--- src/rtl/ptw_pkg.sv ---
package ptw_pkg;
    localparam int ENTRY_W  = 64;
    localparam int CFG_W    = 6;
    localparam int NUM_DIR  = 4;
    localparam int NUM_SLOT = NUM_DIR + 1;
    localparam int LVL_W    = 3;

    localparam int BIT_VALID  = 0;
    localparam int BIT_DIRTY  = 1;
    localparam int BIT_HUGE   = 6;
    localparam int BIT_GLOBAL = 7;
    localparam int BIT_HGLOB  = 12;
    localparam int BIT_LVL_LO = 13;
    localparam int BIT_LVL_HI = 14;
    localparam int BIT_TOP_LO = 61;

    typedef enum logic [2:0] {
        ST_IDLE,
        ST_PICK,
        ST_ISSUE,
        ST_WAIT,
        ST_DONE
    } walk_state_e;
endpackage

--- src/rtl/ptw_addr_calc.sv ---
module ptw_addr_calc
    import ptw_pkg::*;
#(
    parameter int PA_W = 48
) (
    input  logic [ENTRY_W-1:0] va_i,
    input  logic [PA_W-1:0]    base_i,
    input  logic [CFG_W-1:0]   pos_i,
    input  logic [CFG_W-1:0]   width_i,
    output logic [PA_W-1:0]    addr_o
);
    logic [ENTRY_W-1:0] idx_mask;
    logic [ENTRY_W-1:0] idx;
    logic [ENTRY_W-1:0] wide_addr;

    always_comb begin
        idx_mask  = (64'd1 << width_i) - 64'd1;
        idx       = (va_i >> pos_i) & idx_mask;
        wide_addr = {{(ENTRY_W-PA_W){1'b0}}, base_i} | (idx << 3);
        addr_o    = wide_addr[PA_W-1:0];
    end
endmodule

--- src/rtl/ptw_result_fmt.sv ---
module ptw_result_fmt
    import ptw_pkg::*;
#(
    parameter int PA_W       = 48,
    parameter int PAGE_SHIFT = 12
) (
    input  logic [ENTRY_W-1:0] entry_i,
    input  logic               huge_i,
    input  logic [CFG_W-1:0]   pos_i,
    input  logic [ENTRY_W-1:0] va_i,
    output logic [ENTRY_W-1:0] phys_o,
    output logic               write_o,
    output logic               nomatch_o
);
    localparam logic [ENTRY_W-1:0] PA_MASK = {{(ENTRY_W-PA_W){1'b0}}, {PA_W{1'b1}}};

    logic [ENTRY_W-1:0] ent;
    logic [ENTRY_W-1:0] offs;
    logic [ENTRY_W-1:0] sum;

    always_comb begin
        ent = entry_i;
        if (huge_i) begin
            ent[BIT_LVL_HI:BIT_LVL_LO] = '0;
            ent[BIT_HUGE]              = 1'b0;
            if (ent[BIT_HGLOB]) begin
                ent[BIT_HGLOB]  = 1'b0;
                ent[BIT_GLOBAL] = 1'b1;
            end
        end
        offs = va_i & PA_MASK & ((64'd1 << pos_i) - 64'd1);
        sum  = ent + offs;
        sum[ENTRY_W-1:BIT_TOP_LO] = '0;
        sum[PAGE_SHIFT-1:0]       = '0;
        phys_o    = sum;
        write_o   = ent[BIT_DIRTY];
        nomatch_o = ~ent[BIT_VALID];
    end
endmodule

--- src/rtl/ptw_walker.sv ---
module ptw_walker
    import ptw_pkg::*;
#(
    parameter int PA_W       = 48,
    parameter int PAGE_SHIFT = 12
) (
    input  logic                      clk_i,
    input  logic                      rst_ni,
    input  logic                      start_i,
    input  logic [63:0]               va_i,
    input  logic [63:0]               root_lo_i,
    input  logic [63:0]               root_hi_i,
    input  logic [NUM_SLOT*CFG_W-1:0] cfg_pos_i,
    input  logic [NUM_SLOT*CFG_W-1:0] cfg_width_i,
    output logic                      busy_o,
    output logic                      done_o,
    output logic [63:0]               phys_o,
    output logic                      write_o,
    output logic                      nomatch_o,
    output logic                      mem_req_o,
    output logic [PA_W-1:0]           mem_addr_o,
    input  logic                      mem_rvalid_i,
    input  logic [63:0]               mem_rdata_i
);
    localparam logic [LVL_W-1:0] TOP_LVL = LVL_W'(NUM_DIR);

    walk_state_e state_q, state_d;

    logic [LVL_W-1:0]          lvl_q;
    logic [63:0]               va_q;
    logic [NUM_SLOT*CFG_W-1:0] pos_q;
    logic [NUM_SLOT*CFG_W-1:0] wid_q;
    logic [PA_W-1:0]           base_q;
    logic [63:0]               entry_q;
    logic                      huge_q;
    logic [CFG_W-1:0]          last_pos_q;

    logic [CFG_W-1:0] pos_arr [NUM_SLOT];
    logic [CFG_W-1:0] wid_arr [NUM_SLOT];
    logic [CFG_W-1:0] cur_pos;
    logic [CFG_W-1:0] cur_wid;
    logic             rsp_huge;
    logic             outstanding_q;

    for (genvar s = 0; s < NUM_SLOT; s++) begin : g_slot
        assign pos_arr[s] = pos_q[s*CFG_W +: CFG_W];
        assign wid_arr[s] = wid_q[s*CFG_W +: CFG_W];
    end

    assign cur_pos  = pos_arr[lvl_q];
    assign cur_wid  = wid_arr[lvl_q];
    assign rsp_huge = mem_rdata_i[BIT_HUGE];

    // state register
    always_ff @(posedge clk_i or negedge rst_ni) begin
        if (!rst_ni) state_q <= ST_IDLE;
        else         state_q <= state_d;
    end

    // next-state logic
    always_comb begin
        state_d = state_q;
        unique case (state_q)
            ST_IDLE:  if (start_i) state_d = ST_PICK;
            ST_PICK:  if (lvl_q == '0 || cur_wid != '0) state_d = ST_ISSUE;
            ST_ISSUE: state_d = ST_WAIT;
            ST_WAIT: begin
                if (mem_rvalid_i) begin
                    if (lvl_q == '0 || rsp_huge) state_d = ST_DONE;
                    else                         state_d = ST_PICK;
                end
            end
            ST_DONE:  state_d = ST_IDLE;
            default:  state_d = ST_IDLE;
        endcase
    end

    // walk datapath
    always_ff @(posedge clk_i or negedge rst_ni) begin
        if (!rst_ni) begin
            lvl_q      <= '0;
            va_q       <= '0;
            pos_q      <= '0;
            wid_q      <= '0;
            base_q     <= '0;
            entry_q    <= '0;
            huge_q     <= 1'b0;
            last_pos_q <= '0;
        end else begin
            unique case (state_q)
                ST_IDLE: begin
                    if (start_i) begin
                        lvl_q  <= TOP_LVL;
                        va_q   <= va_i;
                        pos_q  <= cfg_pos_i;
                        wid_q  <= cfg_width_i;
                        base_q <= va_i[63] ? root_hi_i[PA_W-1:0] : root_lo_i[PA_W-1:0];
                        huge_q <= 1'b0;
                    end
                end
                ST_PICK: begin
                    if (lvl_q != '0 && cur_wid == '0) lvl_q <= lvl_q - 1'b1;
                end
                ST_WAIT: begin
                    if (mem_rvalid_i) begin
                        if (lvl_q == '0) begin
                            entry_q    <= mem_rdata_i;
                            last_pos_q <= cur_pos;
                        end else begin
                            base_q <= mem_rdata_i[PA_W-1:0];
                            if (rsp_huge) begin
                                entry_q    <= {{(64-PA_W){1'b0}}, mem_rdata_i[PA_W-1:0]};
                                huge_q     <= 1'b1;
                                last_pos_q <= cur_pos;
                            end else begin
                                lvl_q <= lvl_q - 1'b1;
                            end
                        end
                    end
                end
                default: ;
            endcase
        end
    end

    // request tracking for the checks below
    always_ff @(posedge clk_i or negedge rst_ni) begin
        if (!rst_ni)           outstanding_q <= 1'b0;
        else if (mem_req_o)    outstanding_q <= 1'b1;
        else if (mem_rvalid_i) outstanding_q <= 1'b0;
    end

    // outputs
    always_comb begin
        busy_o    = (state_q != ST_IDLE);
        done_o    = (state_q == ST_DONE);
        mem_req_o = (state_q == ST_ISSUE);
    end

    ptw_addr_calc #(.PA_W(PA_W)) u_addr (
        .va_i    (va_q),
        .base_i  (base_q),
        .pos_i   (cur_pos),
        .width_i (cur_wid),
        .addr_o  (mem_addr_o)
    );

    ptw_result_fmt #(.PA_W(PA_W), .PAGE_SHIFT(PAGE_SHIFT)) u_fmt (
        .entry_i   (entry_q),
        .huge_i    (huge_q),
        .pos_i     (last_pos_q),
        .va_i      (va_q),
        .phys_o    (phys_o),
        .write_o   (write_o),
        .nomatch_o (nomatch_o)
    );

    p_req_pulse_r9: assert property (@(posedge clk_i) disable iff (!rst_ni)
        mem_req_o |=> !mem_req_o);

    p_req_single_r9: assert property (@(posedge clk_i) disable iff (!rst_ni)
        mem_req_o |-> !outstanding_q);

    p_done_pulse_r10: assert property (@(posedge clk_i) disable iff (!rst_ni)
        done_o |=> (!done_o && !busy_o));

    p_start_busy_r10: assert property (@(posedge clk_i) disable iff (!rst_ni)
        (!busy_o && start_i) |=> busy_o);

    p_level_range_r2: assert property (@(posedge clk_i) disable iff (!rst_ni)
        busy_o |-> (lvl_q <= TOP_LVL));

    p_idle_quiet_r9: assert property (@(posedge clk_i) disable iff (!rst_ni)
        !busy_o |-> !mem_req_o);
endmodule

--- config.mk ---
export PLATFORM = sky130hd
export DESIGN_NAME = ptw_walker
export DESIGN_NICKNAME = d
export VERILOG_FILES = /design/src/rtl/ptw_pkg.sv /design/src/rtl/ptw_addr_calc.sv /design/src/rtl/ptw_result_fmt.sv /design/src/rtl/ptw_walker.sv
export SDC_FILE = /design/constraint.sdc
export NUM_CORES = 1
export LEC_CHECK = 0
export BUFFER_PORTS_ARGS = -buffer_cell sky130_fd_sc_hd__buf_4
export CORE_MARGIN = 2
export CORE_UTILIZATION = 52
export CTS_BUF_LIST = sky130_fd_sc_hd__clkbuf_8
export DETAILED_ROUTE_END_ITERATION = 7
export PLACE_DENSITY = 0.78
export SETUP_SLACK_MARGIN = 0.2
export SLEW_MARGIN = 20
export SYNTH_ARGS = -nofsm -noshare
export SYNTH_HDL_FRONTEND = slang
export SYNTH_SLANG_ARGS = --single-unit
export TNS_END_PERCENT = 20
--- constraint.sdc ---
create_clock -name clk_i -period 5.25 [get_ports clk_i]
set_input_delay 0.2625 -clock clk_i [delete_from_list [all_inputs] [get_ports clk_i]]
set_output_delay 0.2625 -clock clk_i [all_outputs]
set_load 0.02 [all_outputs]
* After elaboration in Yosys (flattened, before gate mapping) *
Index checks and enable logic that the tools add are counted.

storage, ports and cells
  flip-flop bits (word level) = 246
  bits of input ports = 320
  output and inout port bits = 117
  logic and storage cells = 85

operators by class
  add/sub/neg operators = 4
  $lt $le $gt $ge = 1
  equal/unequal tests = 11
  shifts and indexed selects = 3
  multiplexer cells = 34
  bitwise operators = 5
  reductions and logical operators = 18

operators by type and width
  kind                                                                    number
  48-bit two-way mux                                                      4
  61-bit two-way mux                                                      2
  48-bit one-hot mux with 2 select lines                                  1
  64-bit by 6-bit >> shifter with 45-bit output                           1
  61-bit adder                                                            1
  48-bit by 61-bit bitwise AND with 61-bit output                         1
  1-bit by 6-bit << shifter with 61-bit output (first input constant)     1
  61-bit by 1-bit subtractor with 61-bit output (second input constant)   1
  48-bit bitwise OR                                                       1
  45-bit bitwise AND                                                      1
  1-bit by 6-bit << shifter with 45-bit output (first input constant)     1
  45-bit by 1-bit subtractor with 45-bit output (second input constant)   1
  6-bit binary-select mux with 3-bit select                               2
  6-bit two-way mux                                                       6
  3-bit two-way mux                                                       10
  2-bit inequality test (second input constant)                           7
  3-bit one-hot mux with 4 select lines                                   1
  3-bit one-hot mux with 3 select lines                                   1
  3-bit nonzero test                                                      3
  3-bit by 2-bit equality test with 1-bit output (second input constant)  2
  3-bit logical NOT                                                       2
  6-bit logical NOT                                                       1
  3-bit AND reduction                                                     2
  6-bit AND reduction                                                     1
  16 further kinds                                                        22

* Longest topological paths before layout *
  depth in word-level cells = 8
  mapped depth = 22
  gate-level depth less buffers = 19

* Cells and area by module *
Synthesis repeated with hierarchy kept, for this count alone.

second synthesis, totals
  cells, all modules = 2377
  area total of the unflattened synthesis = 20716.1 sq um

modules (own cells, without submodules)
  module          times used  cells an instance  area an instance (sq um)  sequential area each (sq um)
  ptw_walker      1           1009               10951.8                   6231.0
  ptw_addr_calc   1           717                5525.3                    0.0
  ptw_result_fmt  1           651                4239.1                    0.0

* Worst setup path before layout *
No wires, ideal clock.

  path type = flip-flop to output port
  start = reg last_pos_q[2]
  end = out phys_o[55]
  arrival time = 5.064 ns
  slack = -0.076 ns
  cell stages (with the launch flop) = 23
  path buffers = 3
  cell sequence = dfrtp_1 > clkbuf_1 > nor3_1 > nand2_1 > ha_1 > o21ai_1 > nor2_1 > or3_1 > o21ai_0 > nand3_1 > a21boi_0 > ha_1 > clkbuf_1 > o21ai_0 > nor2_1 > o31ai_1 > a31oi_1 > a31o_2 > a41o_1 > o21ai_0 > buf_2 > nor3_1 > xnor2_1

between the ends
  cells in the longest elaborated chain, start to end = 4

RTL lines
  item                                             RTL line              text
  start: declaration                               ptw_walker.sv:36      logic [CFG_W-1:0] last_pos_q;
  start signal: assignment                         ptw_walker.sv:108     last_pos_q <= cur_pos;
  start signal: assignment                         ptw_walker.sv:114     last_pos_q <= cur_pos;
  1-bit by 6-bit << shifter with 61-bit output     ptw_result_fmt.sv:31  offs = va_i & PA_MASK & ((64'd1 << pos_i) - 64'd1);
  61-bit by 1-bit subtractor with 61-bit output    ptw_result_fmt.sv:31
  48-bit by 61-bit bitwise AND with 61-bit output  ptw_result_fmt.sv:31
  61-bit adder                                     ptw_result_fmt.sv:32  sum = ent + offs;
  end: declaration                                 ptw_walker.sv:17      output logic [63:0] phys_o,

Every way passes these cells.

* Worst setup path after layout *
  start = reg last_pos_q[5]
  end = out phys_o[59]

The elaborated chain is that of the path after synthesis.

==> flow_metrics.py <==
metrics = {
    "outcome": {
        "status": "complete, no violations",
    },
    "clock_network": {
        "cts_tree": "yes",
        "htreeDepth": 2,
        "clk_latency_ns": 0.62,
        "cts.sinks": 246,
        "cts-root-to-sink-buffers": 3,
        "clkSlewWorstSetupHoldPaths_ns": 0.06,
        "numCtsBuffers": 44,
        "root_buffer_cell": "sky130_fd_sc_hd__clkbuf_8",
    },
    "global_route": {
        "gr-total-overflow": 0,
        "gr-usage-all-layers_pct": 44.0,
        "grt_max_degree": 128,
        "first_global_vias": 22600,
        "grt_pass1_wl_um": 130000,
        "number_of_antenna_violations_at_the_first_check_in_global_routing": 5,
    },
    "routing": {
        "final_antenna_violating_net_count": 0,
        "drc": 0,
        "drt_iter0_markers": 2500,
        "routed-via-count": 23100,
        "drtPass1Iterations": 6,
        "drt-vias-per-instance": 6.45,
        "route.detailed.wl_per_inst_um": 24.6,
        "detail_route.wirelength_um": 88200,
    },
    "sta": {
        "rsz0062_at_grt": "yes",
        "finalCritPeriodShare_pct": 98.5,
        "worst_clock_skew_ns": 0.0217,
        "least_margin_pin_slew_ns": 0.995,
        "max_slew_margin_pct": 33.6,
        "layout_min_cycle_time_ns": 5.17,
        "fmax_ghz": 0.193,
        "finalMaxSlewViolations": 0,
        "finalHoldViolations": 0,
        "worst_hold_slack_ns": 0.0312,
        "report.final.setup_viol": 0,
    },
    "critical_path": {
        "timing.critical_path.cells": "buf_6 -> or3_4 -> o21ai_4 -> nor2_2 -> or3_4 -> o21ai_2 -> nand3_2 -> a21boi_4 -> ha_4 -> o21ai_2 -> nor2_2 -> o31ai_2 -> a31oi_2 -> a31o_2 -> a41o_1 -> o21ai_4 -> buf_2 -> nor3_1 -> xor2_1 -> buf_4",
        "critical_path_peak_fanout": 6,
        "critical-path-max-stage-delay_ns": 0.43,
        "timing.critical_path.required_ns": 4.99,
        "crit_slowest_cell": "sky130_fd_sc_hd__dfrtp_2",
        "timing.critical_path.from_type": "register",
        "critical_path_arrival_ns": 4.91,
        "crit_buf_inv": 3,
        "setup.worst_path.end_class": "output port",
        "crit_path_category": "register to output port",
        "timing.critical_path.max_delay_family": "compound AO/OA/AOI/OAI gates",
    },
    "die": {
        "num_rows": 70,
        "dieHeight_um": 197,
        "dieArea_um2": 38800,
        "initial_utilization_pct": 52.9,
        "design.core.area_um2": 36600,
        "io_pins": 437,
        "die_width_um": 197,
    },
    "placed_design": {
        "numPortBuffers": 386,
        "place_congestion": 1.05,
        "detailed_place_hpwl_um": 60300,
    },
    "synth": {
        "post_synth.cell_area_avg_um2": 7.61,
        "synth_cells": 2544,
        "synth_top_cell_by_area": "sky130_fd_sc_hd__dfrtp_1",
        "proportion_of_register_bits_with_asynchronous_set_or_reset_after_synthesis_pct": 100,
        "synth-main-ff-cell": "sky130_fd_sc_hd__dfrtp_1",
        "yosysTopAreaCellShare_pct": 31.8,
        "top_cells_by_area_synth": "sky130_fd_sc_hd__dfrtp_1, sky130_fd_sc_hd__nand2_1, sky130_fd_sc_hd__mux2i_1",
        "yosysWarnings": 0,
        "synthDistinctLibCells": 84,
        "edff_count_synth": 0,
        "synth.ff_latch_count": 246,
        "synth.cell_area_um2": 19400,
        "seq_area_frac_synth_pct": 31.8,
    },
    "cells_and_area": {
        "area_growth_pct": 34.8,
        "layout-drive-gt1-share_pct": 22.2,
        "final_common_cell": "sky130_fd_sc_hd__nand2_1",
        "layout.cells.most_common_list": "sky130_fd_sc_hd__nand2_1, sky130_fd_sc_hd__buf_4, sky130_fd_sc_hd__dfrtp_1",
        "final_net_count": 3448,
    },
    "worst_hold_path": {
        "hold_removal_path_class": "input pin to register",
    },
    "flow_run": {
        "maxCapViolations": 0,
    },
}
layer usage:
metal	global-route usage (%)	vias up	routed length, µm
li1	-	10000	-
met1	54.6	10900	32800
met2	70.0	1699	40300
met3	7.46	413	8330
met4	30.7	4	6760
met5	0	-	25
per-stage QoR:
step / cell area, µm² / setup slack (ns) / instances / TNS [ns] / utilization [%]
after CTS: 25700 / 0.127 / 3567 / 0 / 70.3
final: 26100 / 0.0766 / 3577 / 0 / 71.3
after detailed placement: 22700 / 0.329 / 3294 / 0 / 62.1
after global placement: 22700 / 0.380 / 3294 / 0 / 62.1
after floorplan: 19500 / 0.284 / 2558 / 0 / -
after global routing: 26100 / -0.0278 / 3576 / -0.0441 / 71.3
synthesized netlist by cell type, drive strengths merged, types with 23 or more instances:
cell type	instances
xor2	26
nor3	46
nand2	744
nor2	166
mux2	24
a21oi	159
buf	72
nand3	47
dfrtp	246
mux2i	171
a22oi	58
o21a	23
a21o	34
o21ai	155
clkbuf	129
and2	23
inv	23
ha	51
xnor2	27
registers in the layout, summed over array words and instances, names as in the netlist:
name        flops
va_q           64
entry_q        61
base_q         48
pos_q          30
wid_q          30
last_pos_q      6
lvl_q           3
state_q         3
huge_q          1
final timing paths:
| check | endpoint | startpoint | slack [ns] | cells past startpoint |
|---|---|---|---|---|
| min in group asynchronous | state_q[0] | rst_ni | 0.32 | 2 |
| setup reg to reg | lvl_q[1] | lvl_q[0] | 1.76 | 9 |
| hold reg to reg | entry_q[13] | entry_q[13] | 0.48 | 2 |
| hold / removal | state_q[1] | mem_rvalid_i | 0.03 | 4 |
| setup / recovery | phys_o[59] | last_pos_q[5] | 0.08 | 20 |
| max in group asynchronous | entry_q[35] | rst_ni | 3.63 | 3 |
worst reg2reg max path: stages, from the launching register on:
cell and delay [ns]:
sky130_fd_sc_hd__dfrtp_2 0.62, sky130_fd_sc_hd__mux2_2 0.40, sky130_fd_sc_hd__a22oi_1 0.31, sky130_fd_sc_hd__o22a_1 0.23
sky130_fd_sc_hd__nand2_1 0.09, sky130_fd_sc_hd__nor3_2 0.32, sky130_fd_sc_hd__buf_4 0.20, sky130_fd_sc_hd__a311oi_1 0.13
sky130_fd_sc_hd__a2111oi_2 0.64, sky130_fd_sc_hd__mux2_2 0.43
logic make-up after synthesis:
group                    share of synthesized area [%]
XOR/XNOR                                          2.40
adder cells (fa/ha/maj)                           3.30
buffers and inverters                             5.33
multiplexers                                      11.4
flip-flops                                        31.8
AND/OR/NAND/NOR                                   23.9
AO/OA/AOI/OAI                                     21.9
other                                           0.0194
cell type report:
class / count / area [µm²]
repair buffers: 674 / 5620
clock inverters: 20 / 171
clock buffers: 55 / 757
fillers: 2630 / 10500
multi-input cells: 2088 / 12700
diodes: 3 / 7.51
inverters: 23 / 87.6
well taps: 468 / 586
flip-flops and latches: 246 / 6160
what timing repair did:
| item | 4_1_cts | 5_1_grt |
|---|---|---|
| hold buffers | 188 | 0 |
| setup buffers | 10 | 6 |
| resized for setup | 41 | 77 |
| setup endpoints to repair | 46 | 41 |
| cloned | 0 | 1 |
| pin swaps | 13 | 26 |
| endpoints found under the hold margin | 346 | 0 |
Power is not shown: default switching activity piles up to over one toggle a cycle in this logic, so the estimate is an artifact.
